<file path="src/rtl/lsu_align_pkg.sv">
package lsu_align_pkg;

  localparam logic [2:0] F3_B  = 3'b000;
  localparam logic [2:0] F3_H  = 3'b001;
  localparam logic [2:0] F3_W  = 3'b010;
  localparam logic [2:0] F3_BU = 3'b100;
  localparam logic [2:0] F3_HU = 3'b101;

  typedef enum logic [1:0] {SZ_BYTE, SZ_HALF, SZ_WORD, SZ_NONE} size_e;

  function automatic size_e size_of(logic [1:0] code);
    case (code)
      2'b00:   return SZ_BYTE;
      2'b01:   return SZ_HALF;
      2'b10:   return SZ_WORD;
      default: return SZ_NONE;
    endcase
  endfunction

endpackage

</file>
<file path="src/rtl/lsu_lane_map.sv">
module lsu_lane_map
  import lsu_align_pkg::*;
#(
  parameter int DATA_W = 32,
  localparam int NB    = DATA_W / 8,
  localparam int OFF_W = $clog2(NB)
) (
  input  logic              valid_i,
  input  logic              store_i,
  input  logic [2:0]        f3_i,
  input  logic [OFF_W-1:0]  off_i,
  input  logic [DATA_W-1:0] wdata_i,
  output logic [NB-1:0]     be_o,
  output logic [DATA_W-1:0] wdata_o,
  output logic              err_o
);

  size_e         sz;
  logic          legal;
  logic          aligned;
  logic [NB-1:0] base;

  always_comb begin
    sz = size_of(f3_i[1:0]);
    if (store_i) legal = (f3_i == F3_B) || (f3_i == F3_H) || (f3_i == F3_W);
    else         legal = (f3_i == F3_B) || (f3_i == F3_H) || (f3_i == F3_W) ||
                         (f3_i == F3_BU) || (f3_i == F3_HU);
    case (sz)
      SZ_BYTE: aligned = 1'b1;
      SZ_HALF: aligned = ~off_i[0];
      SZ_WORD: aligned = (off_i == '0);
      default: aligned = 1'b0;
    endcase
    err_o = valid_i && !(legal && aligned);
    case (sz)
      SZ_BYTE: base = NB'(1);
      SZ_HALF: base = NB'(3);
      default: base = '1;
    endcase
    be_o = (valid_i && !err_o) ? (base << off_i) : '0;
  end

  // each lane takes a fixed source byte per size: replication, no shifter
  for (genvar i = 0; i < NB; i++) begin : g_lane
    always_comb begin
      case (sz)
        SZ_BYTE: wdata_o[8*i +: 8] = wdata_i[7:0];
        SZ_HALF: wdata_o[8*i +: 8] = wdata_i[8*(i%2) +: 8];
        default: wdata_o[8*i +: 8] = wdata_i[8*i +: 8];
      endcase
    end
  end

endmodule

</file>
<file path="src/rtl/lsu_load_extract.sv">
module lsu_load_extract
  import lsu_align_pkg::*;
#(
  parameter int DATA_W = 32,
  localparam int NB    = DATA_W / 8,
  localparam int OFF_W = $clog2(NB)
) (
  input  logic [2:0]        f3_i,
  input  logic [OFF_W-1:0]  off_i,
  input  logic [DATA_W-1:0] rdata_i,
  output logic [DATA_W-1:0] data_o
);

  logic [DATA_W-1:0] shifted;
  logic [7:0]        b;
  logic [15:0]       h;

  always_comb begin
    shifted = rdata_i >> {off_i, 3'b000};
    b       = shifted[7:0];
    h       = shifted[15:0];
    case (f3_i)
      F3_B:    data_o = {{(DATA_W-8){b[7]}}, b};
      F3_BU:   data_o = {{(DATA_W-8){1'b0}}, b};
      F3_H:    data_o = {{(DATA_W-16){h[15]}}, h};
      F3_HU:   data_o = {{(DATA_W-16){1'b0}}, h};
      default: data_o = rdata_i;
    endcase
  end

endmodule

</file>
<file path="src/rtl/lsu_align.sv">
module lsu_align
  import lsu_align_pkg::*;
#(
  parameter int ADDR_W = 32,
  parameter int DATA_W = 32,
  localparam int NB    = DATA_W / 8,
  localparam int OFF_W = $clog2(NB)
) (
  input  logic              clk_i,
  input  logic              rst_ni,
  input  logic              req_valid_i,
  input  logic              req_store_i,
  input  logic [2:0]        req_funct3_i,
  input  logic [ADDR_W-1:0] req_addr_i,
  input  logic [DATA_W-1:0] req_wdata_i,
  output logic [ADDR_W-1:0] mem_addr_o,
  output logic [NB-1:0]     mem_be_o,
  output logic [DATA_W-1:0] mem_wdata_o,
  output logic              req_err_o,
  input  logic              rsp_valid_i,
  input  logic [DATA_W-1:0] rsp_rdata_i,
  output logic [DATA_W-1:0] load_data_o
);

  logic [OFF_W-1:0]  ctx_off_q;
  logic [2:0]        ctx_f3_q;
  logic [DATA_W-1:0] ext_data;
  logic              load_take;

  assign mem_addr_o = {req_addr_i[ADDR_W-1:OFF_W], {OFF_W{1'b0}}};

  lsu_lane_map #(.DATA_W(DATA_W)) i_lane_map (
    .valid_i (req_valid_i),
    .store_i (req_store_i),
    .f3_i    (req_funct3_i),
    .off_i   (req_addr_i[OFF_W-1:0]),
    .wdata_i (req_wdata_i),
    .be_o    (mem_be_o),
    .wdata_o (mem_wdata_o),
    .err_o   (req_err_o)
  );

  assign load_take = req_valid_i && !req_store_i && !req_err_o;

  always_ff @(posedge clk_i or negedge rst_ni) begin
    if (!rst_ni) begin
      ctx_off_q <= '0;
      ctx_f3_q  <= F3_W;
    end else if (load_take) begin
      ctx_off_q <= req_addr_i[OFF_W-1:0];
      ctx_f3_q  <= req_funct3_i;
    end
  end

  lsu_load_extract #(.DATA_W(DATA_W)) i_extract (
    .f3_i    (ctx_f3_q),
    .off_i   (ctx_off_q),
    .rdata_i (rsp_rdata_i),
    .data_o  (ext_data)
  );

  assign load_data_o = rsp_valid_i ? ext_data : '0;

endmodule

</file>
<file path="config.mk">
export PLATFORM = sky130hd
export DESIGN_NAME = lsu_align
export DESIGN_NICKNAME = d
export VERILOG_FILES = /design/src/rtl/lsu_align_pkg.sv /design/src/rtl/lsu_lane_map.sv /design/src/rtl/lsu_load_extract.sv /design/src/rtl/lsu_align.sv
export SDC_FILE = /design/constraint.sdc
export NUM_CORES = 1
export LEC_CHECK = 0
export CAP_MARGIN = 20
export CORE_ASPECT_RATIO = 1.4
export CORE_MARGIN = 2
export CORE_UTILIZATION = 25
export DETAILED_ROUTE_END_ITERATION = 16
export DONT_BUFFER_PORTS = 1
export GPL_ROUTABILITY_DRIVEN = 0
export PLACE_DENSITY = 0.44
export SKIP_CTS_REPAIR_TIMING = 1
export SYNTH_ARGS = -nofsm -noshare
export SYNTH_HDL_FRONTEND = slang
export SYNTH_SLANG_ARGS = --single-unit
</file>
<file path="constraint.sdc">
create_clock -name clk_i -period 3.3 [get_ports clk_i]
set_input_delay 0.165 -clock clk_i [delete_from_list [all_inputs] [get_ports clk_i]]
set_output_delay 0.165 -clock clk_i [all_outputs]
set_load 0.03 [all_outputs]
</file>
==> Word-level counts from Yosys, hierarchy flattened <==
Cells that the tools add are included.
{ "totals": {"reg_bits": 5, "in_bits": 104, "output_inout_bits": 101, "word_cells": 44} }
{ "classes": {"eq_ne": 11, "n_shift": 2, "n_mux": 10, "n_bitwise": 1, "n_reduce_logical": 18} }
{ "ops": {"columns": ["cell", "count"], "rows": [
  ["$pmux 32 s4", 1],
  ["$mux 32", 1],
  ["$shr 32x5->16", 1],
  ["$mux 8", 2],
  ["$pmux 8 s2", 1],
  ["$eq 3x3->1 const B", 4],
  ["$pmux 4 s2", 1],
  ["$eq 3x1->1 const B", 2],
  ["$logic_not 2->1", 3],
  ["$logic_not 3->1", 2],
  ["$pmux 2 s3", 1],
  ["$logic_and 1x1->1", 5],
  ["$eq 2x1->1 const B", 2],
  ["$eq 2x2->1 const B", 2],
  ["$logic_or 1x1->1", 4],
  ["$mux 4", 1],
  ["$shl 4x2->4", 1],
  ["$eq 3x2->1 const B", 1],
  ["$logic_not 1->1", 3],
  ["$pmux 1 s3", 1],
  ["$reduce_or 2->1", 1],
  ["$mux 1", 1],
  ["$not 1->1", 1]
]} }

==> Longest topological paths before layout <==
{ "logic_depth": {"ltp_word": 12, "depth_mapped": 6, "mapped_depth_nobuf": 3} }

==> Modules after synthesis <==
A second synthesis with hierarchy kept.
{ "unflattened": {"cells_unflattened": 262, "area_unflattened_um2": 1951.9} }
{ "by_module_without_submodules": {"columns": ["mod", "instances", "cells_each", "area_per_inst_um2", "seq_area_each_um2"], "rows": [
  ["lsu_load_extract", 1, 111, 715.7, 0.0],
  ["lsu_align", 1, 79, 656.9, 126.4],
  ["lsu_lane_map", 1, 72, 579.3, 0.0]
]} }

==> Least setup slack after synthesis <==
No wires, ideal clock.
{ "synth_timing": {"path_type": "reg-to-output", "start": "register ctx_f3_q[1]", "end": "output load_data_o[7]", "arrival_time_ps": 1858, "t_required_ps": 3135, "setup_slack_ps": 1277, "stages_incl_launch_ff": 5, "path_buffers": 2, "cell_sequence": "dfstp_2 -> clkbuf_1 -> buf_1 -> nand2_1 -> a21boi_0"} }
{ "synth_via": {"elab_chain_cells": 3, "word_cells_on_any_way": 6, "classes_between": "eq/ne (3); mux (2); reduce/logical (1)"} }
{ "synth_rtl": {"columns": ["element", "line", "text"], "rows": [
  ["start, declared", "lsu_align.sv:26", "logic [2:0] ctx_f3_q;"],
  ["start signal, assigned", "lsu_align.sv:51", "ctx_f3_q <= req_funct3_i;"],
  ["$eq 3x3->1 (tied with other cells)", "lsu_load_extract.sv:22", "case (f3_i)"],
  ["$pmux 32 s4 (*)", "lsu_load_extract.sv:22", null],
  ["$mux 32 (*)", "lsu_align.sv:62", "assign load_data_o = rsp_valid_i ? ext_data : '0;"],
  ["end, declared", "lsu_align.sv:22", "output logic [DATA_W-1:0] load_data_o"]
]} }
Every way passes the cells marked *; elsewhere a longest branch is shown, timed or not.

==> Worst setup path after layout <==
{ "layout_timing": {"start": "register ctx_f3_q[1]", "end": "output load_data_o[9]"} }
The elaborated chain is that of the path after synthesis.

==> results_dict.tcl <==
set metrics [dict create \
    die_w_um 76.6 \
    crit_slowest_cell "or3b_1" \
    routedWlPerCell_um 18.1 \
    grt_pass1_wl_um 8200 \
    dpl_worst_slack_ps 1180 \
    maxCapViolations 0 \
    synth_area_per_cell_um2 7.39 \
    drt-total-wl_um 5310 \
    yosysWarnings 0 \
    post-route-min-period_ps 2370 \
    critPathLaunchType "register" \
    ys_types 42 \
    antenna_found_initial 0 \
    crit_buf_inv 0 \
    cts-root-buf "clkbuf_8" \
    cp_top_family "simple AND/OR/NAND/NOR gates" \
    final_max_slew_viol_count 0 \
    fp.coreArea_um2 7270 \
    start_util 0.254 \
    syn2layout_area_growth_pct -11.0 \
    cts_max_level 1 \
    num_vias 1671 \
    first_pass_iters 4 \
    vias_per_cell 5.68 \
    min_from "req_funct3_i[0]" \
    row_count 37 \
    hold_path_end "ctx_f3_q[0]" \
    clkPwrFrac 0.166 \
    fin_crit_sh 0.718 \
    io_buffers 0 \
    met3_usage 0.0325 \
    worstSetupEndpointType "output pin" \
    clkSinkCount 5 \
    fmax_mhz 422 \
    power_switching_uw 366 \
    io_pins 205 \
    synth_area_um2 1850 \
    drive_gt1_frac 0.203 \
    r2r_end "ctx_f3_q[1]" \
    hold_viol_final 0 \
    clock_latency_ps 220 \
    dp_hpwl_um 4230 \
    swShare 0.545 \
    antenna_left 0 \
    antenna_cells 0 \
    cp_num_cells 3 \
    cts.clk_slew.worst_paths_ps 30 \
    tightest_slew_ps 974 \
    synth-seq-area-share 0.0684 \
    status "completed" \
    max-slew-margin-rel 0.347 \
    first_global_vias 1564 \
    path_max_fanout 22 \
    total_power_uw 672 \
    finClkSkew_ps 0 \
    yosys.area.top_type_share 0.175 \
    grtUsageTotal 0.127 \
    grt.overflow.total 0 \
    num-fill-cells 824 \
    criticalPathCategory "register to output pin" \
    hold_depth 1 \
    drc 0 \
    reg2reg_depth 3 \
    path_cells "or3b_1, nor3b_4, a31o_1" \
    crit_required_ps 3130 \
    ctsLongestPathBuffers 2 \
    use_met2 0.224 \
    grt_max_degree 32 \
    drt_iter0_drc 104 \
    power-per-cell-area_nw_per_um2 409 \
    synth_top_area_cell "buf_4" \
    ff2ff_setup_slack_ps 1730 \
    rsz0062_at_grt "false" \
    cp-startpoint "ctx_f3_q[1]" \
    setup-tns-final_ps 0 \
    grt_use_met1 0.141 \
    synthTopCellsByArea "buf_4, mux2_2, nand2_1" \
    comb_power_share 0.681 \
    cp_data_arrival_time_ps 2210 \
    die_area_um2 8100 \
    layout.cells.non_filler 294 \
    die_h_um 106 \
    r2r-start "ctx_f3_q[1]" \
    max_stage_delay_ps 650 \
    dpl.cell_count 289 \
    finalSetupViolations 0 \
    internal_power_uw 306 \
    hold_class "input pin to register" \
    ir_worst_vdd_v 0.000126 \
    timing.final.ws_setup_ps 929 \
    cts_buffers 3 \
    cts_tree "yes" \
    power_frac_seq 0.153 \
    synth-seq-cells 5 \
    fin_nets 302 \
    syn_inst 250 \
    leakage_uw 0.000609 \
    grt_busiest_layer "met2" \
]
-- power by group through the flow --
| stage | clock, uW | combinational, uW | sequential [uW] |
|---|---|---|---|
| final | 112 | 458 | 103 |
| after global routing | 123 | 491 | 107 |
| after CTS | 115 | 457 | 103 |
| after detailed placement | 0 | 456 | 104 |
| after global placement | 0 | 455 | 103 |
| after floorplan | 0 | 530 | 80.9 |
-- layer usage --
layer  routed length, um  part of all wire
met4                 109             0.021
met2                2570              0.48
met1                2130              0.40
met5                   0                 0
met3                 497             0.094
-- worst max-delay path by stage --
stage	endpoint	slack [ps]
2_1_floorplan	load_data_o[7]	1280
3_3_place_gp	load_data_o[12]	1240
3_5_place_dp	load_data_o[28]	1180
4_1_cts	load_data_o[12]	940
5_1_grt	load_data_o[27]	720
6_report	load_data_o[9]	930
-- sequential cells by signal, indices dropped and copies added, names as in the netlist --
signal / count
ctx_off_q: 2
ctx_f3_q: 3
-- kinds of logic after synthesis --
logic type / share of synthesized area
multiplexers: 0.221
AND/OR/NAND/NOR: 0.192
XOR/XNOR: 0.00474
flip-flops: 0.0684
other: 0.00203
AO/OA/AOI/OAI: 0.284
buffers and inverters: 0.228
-- placed cells by master, fill, tap and decap left out, types with 4 or more instances in the layout --
cell type / netlist / final
dfrtp_1: 4 / 4
mux2_2: 20 / 20
o21ai_0: 27 / 27
buf_4: 43 / 4
a21oi_1: 6 / 6
nand3b_1: 8 / 8
o221a_2: 7 / 7
nor2_1: 4 / 4
a2bb2oi_1: 7 / 7
nand2_1: 43 / 43
a31o_1: 8 / 8
o211ai_1: 8 / 8
mux2i_1: 16 / 16
-- per-stage QoR --
step / area [um2] / hold slack [ps] / util
final: 1640 / 87.2 / 0.226
after global routing: 1640 / 79.2 / 0.226
after CTS: 1630 / -363 / 0.225
after detailed placement: 1590 / -130 / 0.219
after global placement: 1590 / -130 / 0.219
after floorplan: 1850 / -131 / -
-- cells in the mapped netlist, drive strengths merged --
cell type / number
a211oi: 2
a21boi: 1
a21o: 1
a21oi: 6
a221oi: 2
a22o: 1
a2bb2oi: 7
a31o: 8
and2: 1
and4b: 1
buf: 54
clkbuf: 9
clkinv: 1
conb: 1
dfrtp: 4
dfstp: 1
inv: 1
mux2: 20
mux2i: 16
mux4: 1
nand2: 43
nand2b: 2
nand3b: 8
nor2: 5
nor2b: 1
nor3: 3
nor3b: 2
nor4: 1
o211ai: 8
o21ai: 27
o21bai: 1
o221a: 7
o31ai: 1
or3: 1
or3b: 1
xor2: 1
-- layout make-up --
cell class	count	area [um2]	share of cell area
multi-input cells	181	1300	0.793
well taps	97	121	0.0738
inverters	2	7.51	0.00457
clock buffers	4	45.0	0.0274
flip-flops and latches	5	126	0.0769
repair buffers	5	40.0	0.0244
(Power assumes the default switching activity.)
